## config.mk

```make
export PLATFORM = sky130hd
export DESIGN_NAME = frame_snapshot_seq
export DESIGN_NICKNAME = d
export VERILOG_FILES = /design/src/rtl/frame_snapshot_seq.sv
export SDC_FILE = /design/constraint.sdc
export NUM_CORES = 1
export LEC_CHECK = 0
export ABC_AREA = 1
export BUFFER_PORTS_ARGS = -buffer_cell sky130_fd_sc_hd__buf_2
export CORE_MARGIN = 3
export CORE_UTILIZATION = 40
export DETAILED_ROUTE_END_ITERATION = 10
export RECOVER_POWER = 50
export SYNTH_ARGS = -nofsm -noshare
export SYNTH_HDL_FRONTEND = slang
export SYNTH_SLANG_ARGS = --single-unit
```

## constraint.sdc

```tcl
create_clock -name clk -period 1.5 [get_ports clk]
set_input_delay 0 -clock clk [delete_from_list [all_inputs] [get_ports clk]]
set_output_delay 0 -clock clk [all_outputs]
set_load 0.05 [all_outputs]
```

## src/rtl/frame_snapshot_seq.sv

```systemverilog
module frame_snapshot_seq #(
  parameter int LINE_A = 3296,
  parameter int LINE_B = 858,
  parameter int HS_W   = 64,
  parameter int HEAD   = 8,
  parameter int FRAME  = 612,
  parameter int PRE    = 2,
  localparam int TOTAL = HEAD + FRAME,
  localparam int LW    = $clog2(TOTAL)
) (
  input  logic          clk,
  input  logic          rst_n,
  input  logic          hw_pdn,
  input  logic          sw_pdn,
  input  logic          mode_sel,
  input  logic          frex_en,
  input  logic          frex_gate,
  output logic          hsync,
  output logic          href,
  output logic          vsync,
  output logic          precharge,
  output logic          short_err,
  output logic [LW-1:0] line_idx
);
  localparam int PW  = $clog2((LINE_A > LINE_B ? LINE_A : LINE_B) + 1);
  localparam int PRW = $clog2(PRE + 1);

  typedef enum logic [1:0] {IDLE, PRE_CH, EXPO, READ} st_t;

  st_t            st;
  logic [PW-1:0]  pix;
  logic [LW-1:0]  line;
  logic [PRW-1:0] pre;
  logic [1:0]     en_q, gt_q;
  logic           gt_d, arm, err;

  wire en_s = en_q[1];
  wire gs   = gt_q[1];
  wire rise = gs & ~gt_d;
  wire [PW-1:0] last = mode_sel ? PW'(LINE_B - 1) : PW'(LINE_A - 1);
  wire wrap = pix >= last;

  always_ff @(posedge clk or negedge rst_n)
    if (!rst_n) begin
      en_q <= '0;
      gt_q <= '0;
      gt_d <= 1'b0;
    end else begin
      en_q <= {en_q[0], frex_en};
      gt_q <= {gt_q[0], frex_gate};
      gt_d <= gt_q[1];
    end

  always_ff @(posedge clk or negedge rst_n)
    if (!rst_n) begin
      st <= IDLE; pix <= '0; line <= '0; pre <= '0; arm <= 1'b0; err <= 1'b0;
    end else if (hw_pdn) begin
      st <= IDLE; pix <= '0; line <= '0; pre <= '0; arm <= 1'b0; err <= 1'b0;
    end else if (!sw_pdn) begin
      pix <= wrap ? '0 : pix + 1'b1;
      if (st == IDLE && rise) arm <= 1'b1;
      if (wrap)
        case (st)
          IDLE:
            if (!en_s) begin
              st <= READ; line <= '0; arm <= 1'b0;
            end else if (arm || rise) begin
              st <= PRE_CH; pre <= PRW'(PRE - 1); arm <= 1'b0; err <= 1'b0;
            end
          PRE_CH:
            if (!en_s) begin
              st <= READ; line <= '0;
            end else if (!gs) begin
              st <= IDLE; err <= 1'b1;
            end else if (pre == '0) st <= EXPO;
            else pre <= pre - 1'b1;
          EXPO:
            if (!en_s || !gs) begin
              st <= READ; line <= '0;
            end
          READ:
            if (line == LW'(TOTAL - 1)) begin
              line <= '0;
              if (en_s) st <= IDLE;
            end else line <= line + 1'b1;
          default: st <= IDLE;
        endcase
    end

  assign hsync     = pix < PW'(HS_W);
  assign precharge = st == PRE_CH;
  assign vsync     = st == READ && line == '0;
  assign href      = st == READ && line >= LW'(HEAD);
  assign short_err = err;
  assign line_idx  = line;

  assert_boundary_R4: assert property (@(posedge clk) disable iff (!rst_n)
    (!hw_pdn && !sw_pdn && !wrap) |=> $stable(st));
  assert_freeze_R8: assert property (@(posedge clk) disable iff (!rst_n)
    (sw_pdn && !hw_pdn) |=> ($stable(pix) && $stable(line) && $stable(st)));
  assert_clear_R9: assert property (@(posedge clk) disable iff (!rst_n)
    hw_pdn |=> (pix == '0 && line == '0 && st == IDLE));
  assert_err_src_R7: assert property (@(posedge clk) disable iff (!rst_n)
    $rose(short_err) |-> $past(st) == PRE_CH);
  assert_head_R5: assert property (@(posedge clk) disable iff (!rst_n)
    $rose(href) |-> ($past(line) == LW'(HEAD - 1) && line == LW'(HEAD)));
endmodule

```

==> parameters.txt, run 1 <==
Parameter                              Value

GRT
  GR met1 Demand/Resource    23.9%
  Maximum number of pins on one net before global-route repair    21
  M3 GR Usage    3.44%
  Number of global-route vias before repair    2064
  Antenna violations before repair    0
  Most used routing layer in global routing    met2
  Wire length of the first global-routing pass    9.33 mm
  Global routing usage summed across all routing layers    18.2%
  Remaining global-route overflow    0
  GR met2 Demand/Resource    30.5%

Synthesis
  Mean Syn Cell Area    7.11 um^2
  Top area cells in the synthesized netlist    sky130_fd_sc_hd__dfrtp_1 (37%), sky130_fd_sc_hd__nand2_1 (13%), sky130_fd_sc_hd__nor2_1 (7.5%), sky130_fd_sc_hd__inv_1 (7.2%), sky130_fd_sc_hd__ha_1 (6.1%)
  Total number of yosys warnings    0
  Yosys top cell area share    36.6%
  Most common flop cell mapped by yosys    sky130_fd_sc_hd__dfrtp_1
  Cell type contributing the most total cell area after synthesis    sky130_fd_sc_hd__dfrtp_1
  Synthesized Nets    335
  Cell count after synthesis    317
  Portion of the post-synthesis area used by sequential elements    36.6%
  Total of flip-flops plus latches after synthesis    33
  Async set-reset flop share out of synthesis    100%
  Synth Cell Area    2250 um^2
  Number of synthesized flops with an enable pin    0
  Number of different library cells in the post-synthesis netlist    25

STA
  Number of pins with negative max-slew slack in the final report    0
  Slack of the critical path    -0.203 ns
  Final Cycle Share    114%
  Worst slew pin tran    0.822 ns
  Final Hold Violating Endpoints    0
  Worst-case headroom to the max-slew limit    45.2%
  RSZ-0062 raised after global routing    true
  Timing-limited maximum frequency    587 MHz
  Final-report setup violation count    29
  Summed negative setup slack over all endpoints    -3.44 ns
  Worst clock skew    0.00496 ns
  Post-layout min period    1.70 ns

Hold path
  WHS Path Cells    4
  Startpoint of the tightest hold check path    sw_pdn
  Hold Path End    pix[1]
  Hold Crit Class    in -> reg

Power
  Switching part of the total power    35.0%
  Proportion of power drawn by flip-flops and latches    36.7%
  Combinational group share of total power    32.4%
  Clock Power Share    30.9%
  Post-layout total power    2.89 mW
  Leakage    1.53 nW
  Maximum vdd ir drop    0.000657 V
  Total power per unit cell area    921 nW/um^2
  Switching power summed over all nets    1.01 mW
  Internal    1.88 mW

Setup path
  Crit path arrival time    1.88 ns
  Register-to-Register Path Depth    11
  Data required time of the worst path    1.68 ns
  CP Max Fanout    5
  R2R setup slack    -0.20 ns
  Kind of end point of the critical path    flip-flop
  Crit Path Class    reg -> reg
  Startpoint kind of the worst setup timing path    flip-flop
  Critical register-to-register path endpoint    st[0]
  Beginning of the worst register-to-register path    pix[10]

Layout
  Filler cell count    512
  Util after Layout    59.5%
  Growth of design area from synthesis to finish    39.2%
  Total number of nets in the final design    400
  Post-route cell area    3140 um^2
  Share of final-layout standard cells stronger than drive strength 1    35.8%
  Number of diodes    0

Placed design
  Final HPWL from detailed placement    3.99 mm
  Worst setup slack before clock tree synthesis    -0.202 ns
  Final RePlAce weighted congestion    0.851
  I/O Buffers    21
  Area after detailed placement    2670 um^2

Flow run
  Reported max-cap violation count    0

Clock tree
  Clock tree from TritonCTS    yes
  Library cell used as clock root buffer    sky130_fd_sc_hd__clkbuf_8
  Clock buffer count from CTS    5
  CTS sink cnt    33
  Post-CTS clock slew at the launch and capture registers of the worst setup and hold paths    0.07 ns
  Total number of H-tree levels    2
  Max Root-Sink Buffers    2
  Clock Latency Late Sink    0.29 ns

Floorplan
  Area of the core region    5270 um^2
  Die outline area    6570 um^2
  Horizontal extent of the die    81.1 um
  Number of top-level pins    22
  Die extent in y    81.1 um
  Site row count    26
  Starting utilization of the core area    42.8%

Detailed routing
  Vias after detailed routing    2260
  Per-cell via count in the routed design    4.99
  Number of antenna-violating nets in the routed design    0
  1st-iter DRT viols    113
  Detailed Route WL    5.87 mm
  Number of detailed-route iterations in the first pass    4
  Average wire per cell in the routed design    13.0 um
  DRC violations left    0

Outcome
  Violations in the final reports    negative setup slack
  Run status    finished with violations
[worst max path at each step]
stage | cells past startpoint | end | start
after floorplan | 11 | line_idx[3] | pix[11]
after global placement | 8 | pix[11] | pix[11]
after detailed placement | 10 | pix[2] | pix[9]
after CTS | 11 | line_idx[3] | pix[11]
after global routing | 9 | line_idx[1] | pix[7]
final | 11 | st[0] | pix[10]
[flip-flops by register name (all words and copies together), names as in the netlist]
signal and count:
st 2, en_q 2, pre 2, gt_q 2, arm 1, line_idx 10, gt_d 1, short_err 1
pix 12
[power by group through the flow]
| stage | logic [mW] | clock network (mW) | registers, mW |
|---|---|---|---|
| floorplan | 0.499 | 0 | 1.13 |
| global placement | 0.784 | 0 | 1.07 |
| detailed placement | 0.791 | 0 | 1.08 |
| CTS | 0.890 | 0.913 | 1.06 |
| global route | 1.05 | 0.958 | 1.07 |
| finish | 0.938 | 0.893 | 1.06 |
[placed cells by master (no fill, tap or decap), types with 2 or more instances in the layout]
cell type                       instances
sky130_fd_sc_hd__nor3_1                 6
sky130_fd_sc_hd__nor2_2                 6
sky130_fd_sc_hd__nand3_1               22
sky130_fd_sc_hd__xor2_1                 5
sky130_fd_sc_hd__nor2_1                39
sky130_fd_sc_hd__o21ai_1                3
sky130_fd_sc_hd__dfrtp_1               28
sky130_fd_sc_hd__ha_4                   5
sky130_fd_sc_hd__a31oi_1                2
sky130_fd_sc_hd__dlygate4sd3_1          3
sky130_fd_sc_hd__o21ai_0                3
sky130_fd_sc_hd__clkbuf_8               6
sky130_fd_sc_hd__nand2_2               16
sky130_fd_sc_hd__a21oi_1                5
sky130_fd_sc_hd__inv_4                  2
sky130_fd_sc_hd__buf_4                 31
sky130_fd_sc_hd__dfrtp_2                4
sky130_fd_sc_hd__ha_1                   6
sky130_fd_sc_hd__inv_1                 38
sky130_fd_sc_hd__a21oi_2                2
sky130_fd_sc_hd__nand3_4                5
sky130_fd_sc_hd__nand4_1               13
sky130_fd_sc_hd__clkbuf_1               2
sky130_fd_sc_hd__buf_6                  6
sky130_fd_sc_hd__inv_2                 11
sky130_fd_sc_hd__nor2_4                 6
sky130_fd_sc_hd__o21ai_2               11
sky130_fd_sc_hd__nand2_1               67
sky130_fd_sc_hd__buf_2                 17
[metrics by stage]
step / std cells / hold WS, ns
after floorplan: 317 / -0.296
after global placement: 432 / -0.0733
after global routing: 453 / 0.0502
final: 453 / 0.0285
after CTS: 448 / 0.00408
after detailed placement: 432 / -0.0691
[kinds of logic (layout without fill, tap and decap cells)]
kind of cell,after synthesis,count (layout),share of synthesized area (%)
compound gates,28,28,8.21
xor+xnor,5,5,1.94
fa+ha+maj,11,11,6.10
buf+inv,55,121,10.2
flops,33,33,36.6
simple gates,185,185,36.9
[layer usage]
layer / vias up / part of all wire (%)
li1: 1148 / -
met1: 1056 / 46
met2: 44 / 49
met3: 12 / 3.6
met4: 0 / 1.9
met5: - / 0
[synth_stat cells (4+ instances only)]
master,instances
sky130_fd_sc_hd__a21oi_1,7
sky130_fd_sc_hd__dfrtp_1,33
sky130_fd_sc_hd__ha_1,11
sky130_fd_sc_hd__inv_1,43
sky130_fd_sc_hd__inv_2,8
sky130_fd_sc_hd__nand2_1,78
sky130_fd_sc_hd__nand2_2,6
sky130_fd_sc_hd__nand3_1,25
sky130_fd_sc_hd__nand4_1,13
sky130_fd_sc_hd__nor2_1,45
sky130_fd_sc_hd__nor2_2,4
sky130_fd_sc_hd__nor3_1,7
sky130_fd_sc_hd__o21ai_0,4
sky130_fd_sc_hd__o21ai_2,10
sky130_fd_sc_hd__xor2_1,5
[layout make-up]
| class | instances | area (um^2) | share of cell area, % |
|---|---|---|---|
| clock buffer | 7 | 86.3 | 2.75 |
| timing repair buffer | 62 | 499 | 15.9 |
| inverter | 51 | 196 | 6.26 |
| multi-input combinational | 229 | 1400 | 44.7 |
| sequential | 33 | 835 | 26.6 |
| clock inverter | 1 | 30.0 | 0.957 |
| tap | 70 | 87.6 | 2.79 |
[worst max-delay path, cell delays in order, from the launching register on]
cell and delay, ns:
sky130_fd_sc_hd__dfrtp_1 0.40, sky130_fd_sc_hd__ha_1 0.31, sky130_fd_sc_hd__nand2_2 0.08, sky130_fd_sc_hd__nor2_1 0.04, sky130_fd_sc_hd__nand2_1 0.07, sky130_fd_sc_hd__inv_2 0.04, sky130_fd_sc_hd__nor2_4 0.12, sky130_fd_sc_hd__nand3_4 0.12
sky130_fd_sc_hd__buf_4 0.16, sky130_fd_sc_hd__buf_6 0.11, sky130_fd_sc_hd__nand4_1 0.07, sky130_fd_sc_hd__nand2_1 0.06
[repair_timing]
item / in CTS / in global routing
resized for setup: 22 / 33
hold buffers: 3 / 0
setup endpoints to repair: 29 / 31
hold endpoints to repair: 15 / 0
buffers inserted: 4 / 4
gates cloned: 1 / 1
pin swaps: 7 / 9
Power figures use the tool's default switching activity.
==> inputs of run 2 (changes only) <==
--- a/config.mk
+++ b/config.mk
@@ -7,8 +7,10 @@
 export LEC_CHECK = 0
 export ABC_AREA = 1
 export BUFFER_PORTS_ARGS = -buffer_cell sky130_fd_sc_hd__buf_2
+export CORE_ASPECT_RATIO = 1.2
 export CORE_MARGIN = 3
 export CORE_UTILIZATION = 40
+export CTS_BUF_LIST = sky130_fd_sc_hd__clkbuf_4
 export DETAILED_ROUTE_END_ITERATION = 10
 export RECOVER_POWER = 50
 export SYNTH_ARGS = -nofsm -noshare
==> parameters.txt, run 2 (synthesis gave the netlist of run 1 again) <==
Parameter                              Value

Outcome
  Run status    finished with violations
  Violations in the final reports    negative setup slack

Floorplan
  Area of the core region    5370 um^2
  Die outline area    6580 um^2
  Die extent in y    88.2 um
  Number of top-level pins    22
  Site row count    29
  Starting utilization of the core area    42.0%
  Horizontal extent of the die    74.5 um

Hold path
  Hold Crit Class    in -> reg

Clock tree
  Clock tree from TritonCTS    yes
  Total number of H-tree levels    2
  CTS sink cnt    33
  Max Root-Sink Buffers    2
  Post-CTS clock slew at the launch and capture registers of the worst setup and hold paths    0.10 ns
  Clock buffer count from CTS    5
  Library cell used as clock root buffer    sky130_fd_sc_hd__clkbuf_4
  Clock Latency Late Sink    0.33 ns

Layout
  Largest reg by FF count    pix
  Filler cell count    551
  Final std cells w/o fill    442
  Number of diodes    0
  Share of final-layout standard cells stronger than drive strength 1    37.1%
  Growth of design area from synthesis to finish    36.3%
  Number of flip-flops in the largest register    12
  Most common cell after layout, fill and taps aside    sky130_fd_sc_hd__nand2_1
  Util after Layout    57.2%
  Most frequent cells in the layout    sky130_fd_sc_hd__nand2_1 (68), sky130_fd_sc_hd__inv_1 (37), sky130_fd_sc_hd__nor2_1 (35), sky130_fd_sc_hd__buf_4 (30), sky130_fd_sc_hd__dfrtp_1 (27)
  Post-route cell area    3070 um^2
  Total number of nets in the final design    398

Power
  Switching part of the total power    38.1%
  Internal    1.52 mW
  Leakage    1.50 nW
  Total power per unit cell area    798 nW/um^2
  Switching power summed over all nets    0.934 mW
  Clock Power Share    19.4%
  Maximum vdd ir drop    0.000538 V
  Combinational group share of total power    37.5%
  Proportion of power drawn by flip-flops and latches    43.0%

Placed design
  Final RePlAce weighted congestion    0.877
  # placed instances    422
  Area after detailed placement    2660 um^2
  Worst setup slack before clock tree synthesis    -0.189 ns
  Final HPWL from detailed placement    3.90 mm
  I/O Buffers    21

Setup path
  R2R setup slack    -0.21 ns
  Crit Path Class    reg -> reg
  Data required time of the worst path    1.77 ns
  Startpoint kind of the worst setup timing path    flip-flop
  Cell-by-cell trace of the critical path    ha_4, a21oi_1, nand2_2, nor2_4, nand3_4, buf_4, nand2_4, o21ai_1, nor2_1
  CP Max Fanout    4
  Slowest-stage cell, CP    sky130_fd_sc_hd__dfrtp_1
  Kind of end point of the critical path    flip-flop
  Crit path arrival time    1.98 ns
  Critical path's largest stage delay    0.43 ns

STA
  Final Cycle Share    114%
  RSZ-0062 raised after global routing    true
  Timing-limited maximum frequency    583 MHz
  Summed negative setup slack over all endpoints    -4.77 ns
  Number of pins with negative max-slew slack in the final report    0
  Worst clock skew    0.00603 ns
  Final-report setup violation count    29
  Post-layout min period    1.71 ns
  Worst slew pin tran    0.712 ns
  Final Hold Violating Endpoints    0
  Worst-case headroom to the max-slew limit    52.5%
  Slack of the critical path    -0.214 ns

GRT
  Wire length of the first global-routing pass    9.12 mm
  Number of global-route vias before repair    2063
  Global routing usage summed across all routing layers    17.9%
  Antenna violations before repair    0
  Remaining global-route overflow    0
  Maximum number of pins on one net before global-route repair    28

Detailed routing
  Detailed Route WL    5.56 mm
  Vias after detailed routing    2213
  Number of detailed-route iterations in the first pass    4
  Number of antenna-violating nets in the routed design    0
  Per-cell via count in the routed design    5.01
  Average wire per cell in the routed design    12.6 um
  DRC violations left    0
  1st-iter DRT viols    69

Flow run
  Reported max-cap violation count    0
-- run 2: power groups by stage --
stage	combinational (mW)	sequential, mW	clock [mW]
after floorplan	0.499	1.13	0
after global placement	0.791	1.07	0
after detailed placement	0.798	1.07	0
after CTS	0.869	1.06	0.506
after global routing	1.04	1.07	0.543
final	0.921	1.06	0.477
-- run 2: routing by layer --
layer / wire length (um) / part of all wire [%] / GRT usage, %
met4: 127 / 2.3 / 6.31
met3: 182 / 3.3 / 3.07
met1: 2400 / 43 / 21.8
met5: 0 / 0 / 0
met2: 2860 / 51 / 31.7
-- run 2: layout make-up --
cell class / count / area (um^2) / area share [%]
clock buffer: 6 / 45.0 / 1.47
clock inverter: 1 / 3.75 / 0.122
inverter: 51 / 201 / 6.55
multi-input combinational: 229 / 1420 / 46.1
sequential: 33 / 836 / 27.2
tap: 62 / 77.6 / 2.52
timing repair buffer: 60 / 493 / 16.0
-- run 2: through the flow --
step / hold slack [ns] / total power [mW]
floorplan: -0.296 / 1.63
global placement: 0.0673 / 1.86
detailed placement: 0.0663 / 1.87
CTS: 0.0254 / 2.43
global route: 0.0353 / 2.65
finish: 0.0359 / 2.45
-- run 2: final timing paths --
| kind | from | end | depth (start not counted) |
|---|---|---|---|
| min in group asynchronous | rst_n | line_idx[1] | 2 |
| setup / recovery | pix[11] | pix[9] | 9 |
| hold reg to reg | gt_q[0] | gt_q[1] | 0 |
| setup reg to reg | pix[11] | pix[9] | 9 |
| max in group asynchronous | rst_n | pix[6] | 3 |
| hold / removal | sw_pdn | arm | 5 |
-- run 2: repair_timing --
action                     in CTS  in global routing
setup endpoints to repair      30                 31
gates cloned                    1                  1
buffers inserted                3                  4
hold endpoints to repair       31                  0
pin swaps                       8                  9
hold buffers                    4                  0
gates resized for setup        35                 27
-- run 2: critical path, delay by kind of cell (launching register included) --
kind | cells | cell delay (ns)
and+or+nand+nor | 5 | 0.52
AOI/OAI and AO/OA | 2 | 0.27
adders and majority gates | 1 | 0.26
DFF | 1 | 0.43
buffers and inverters | 1 | 0.17
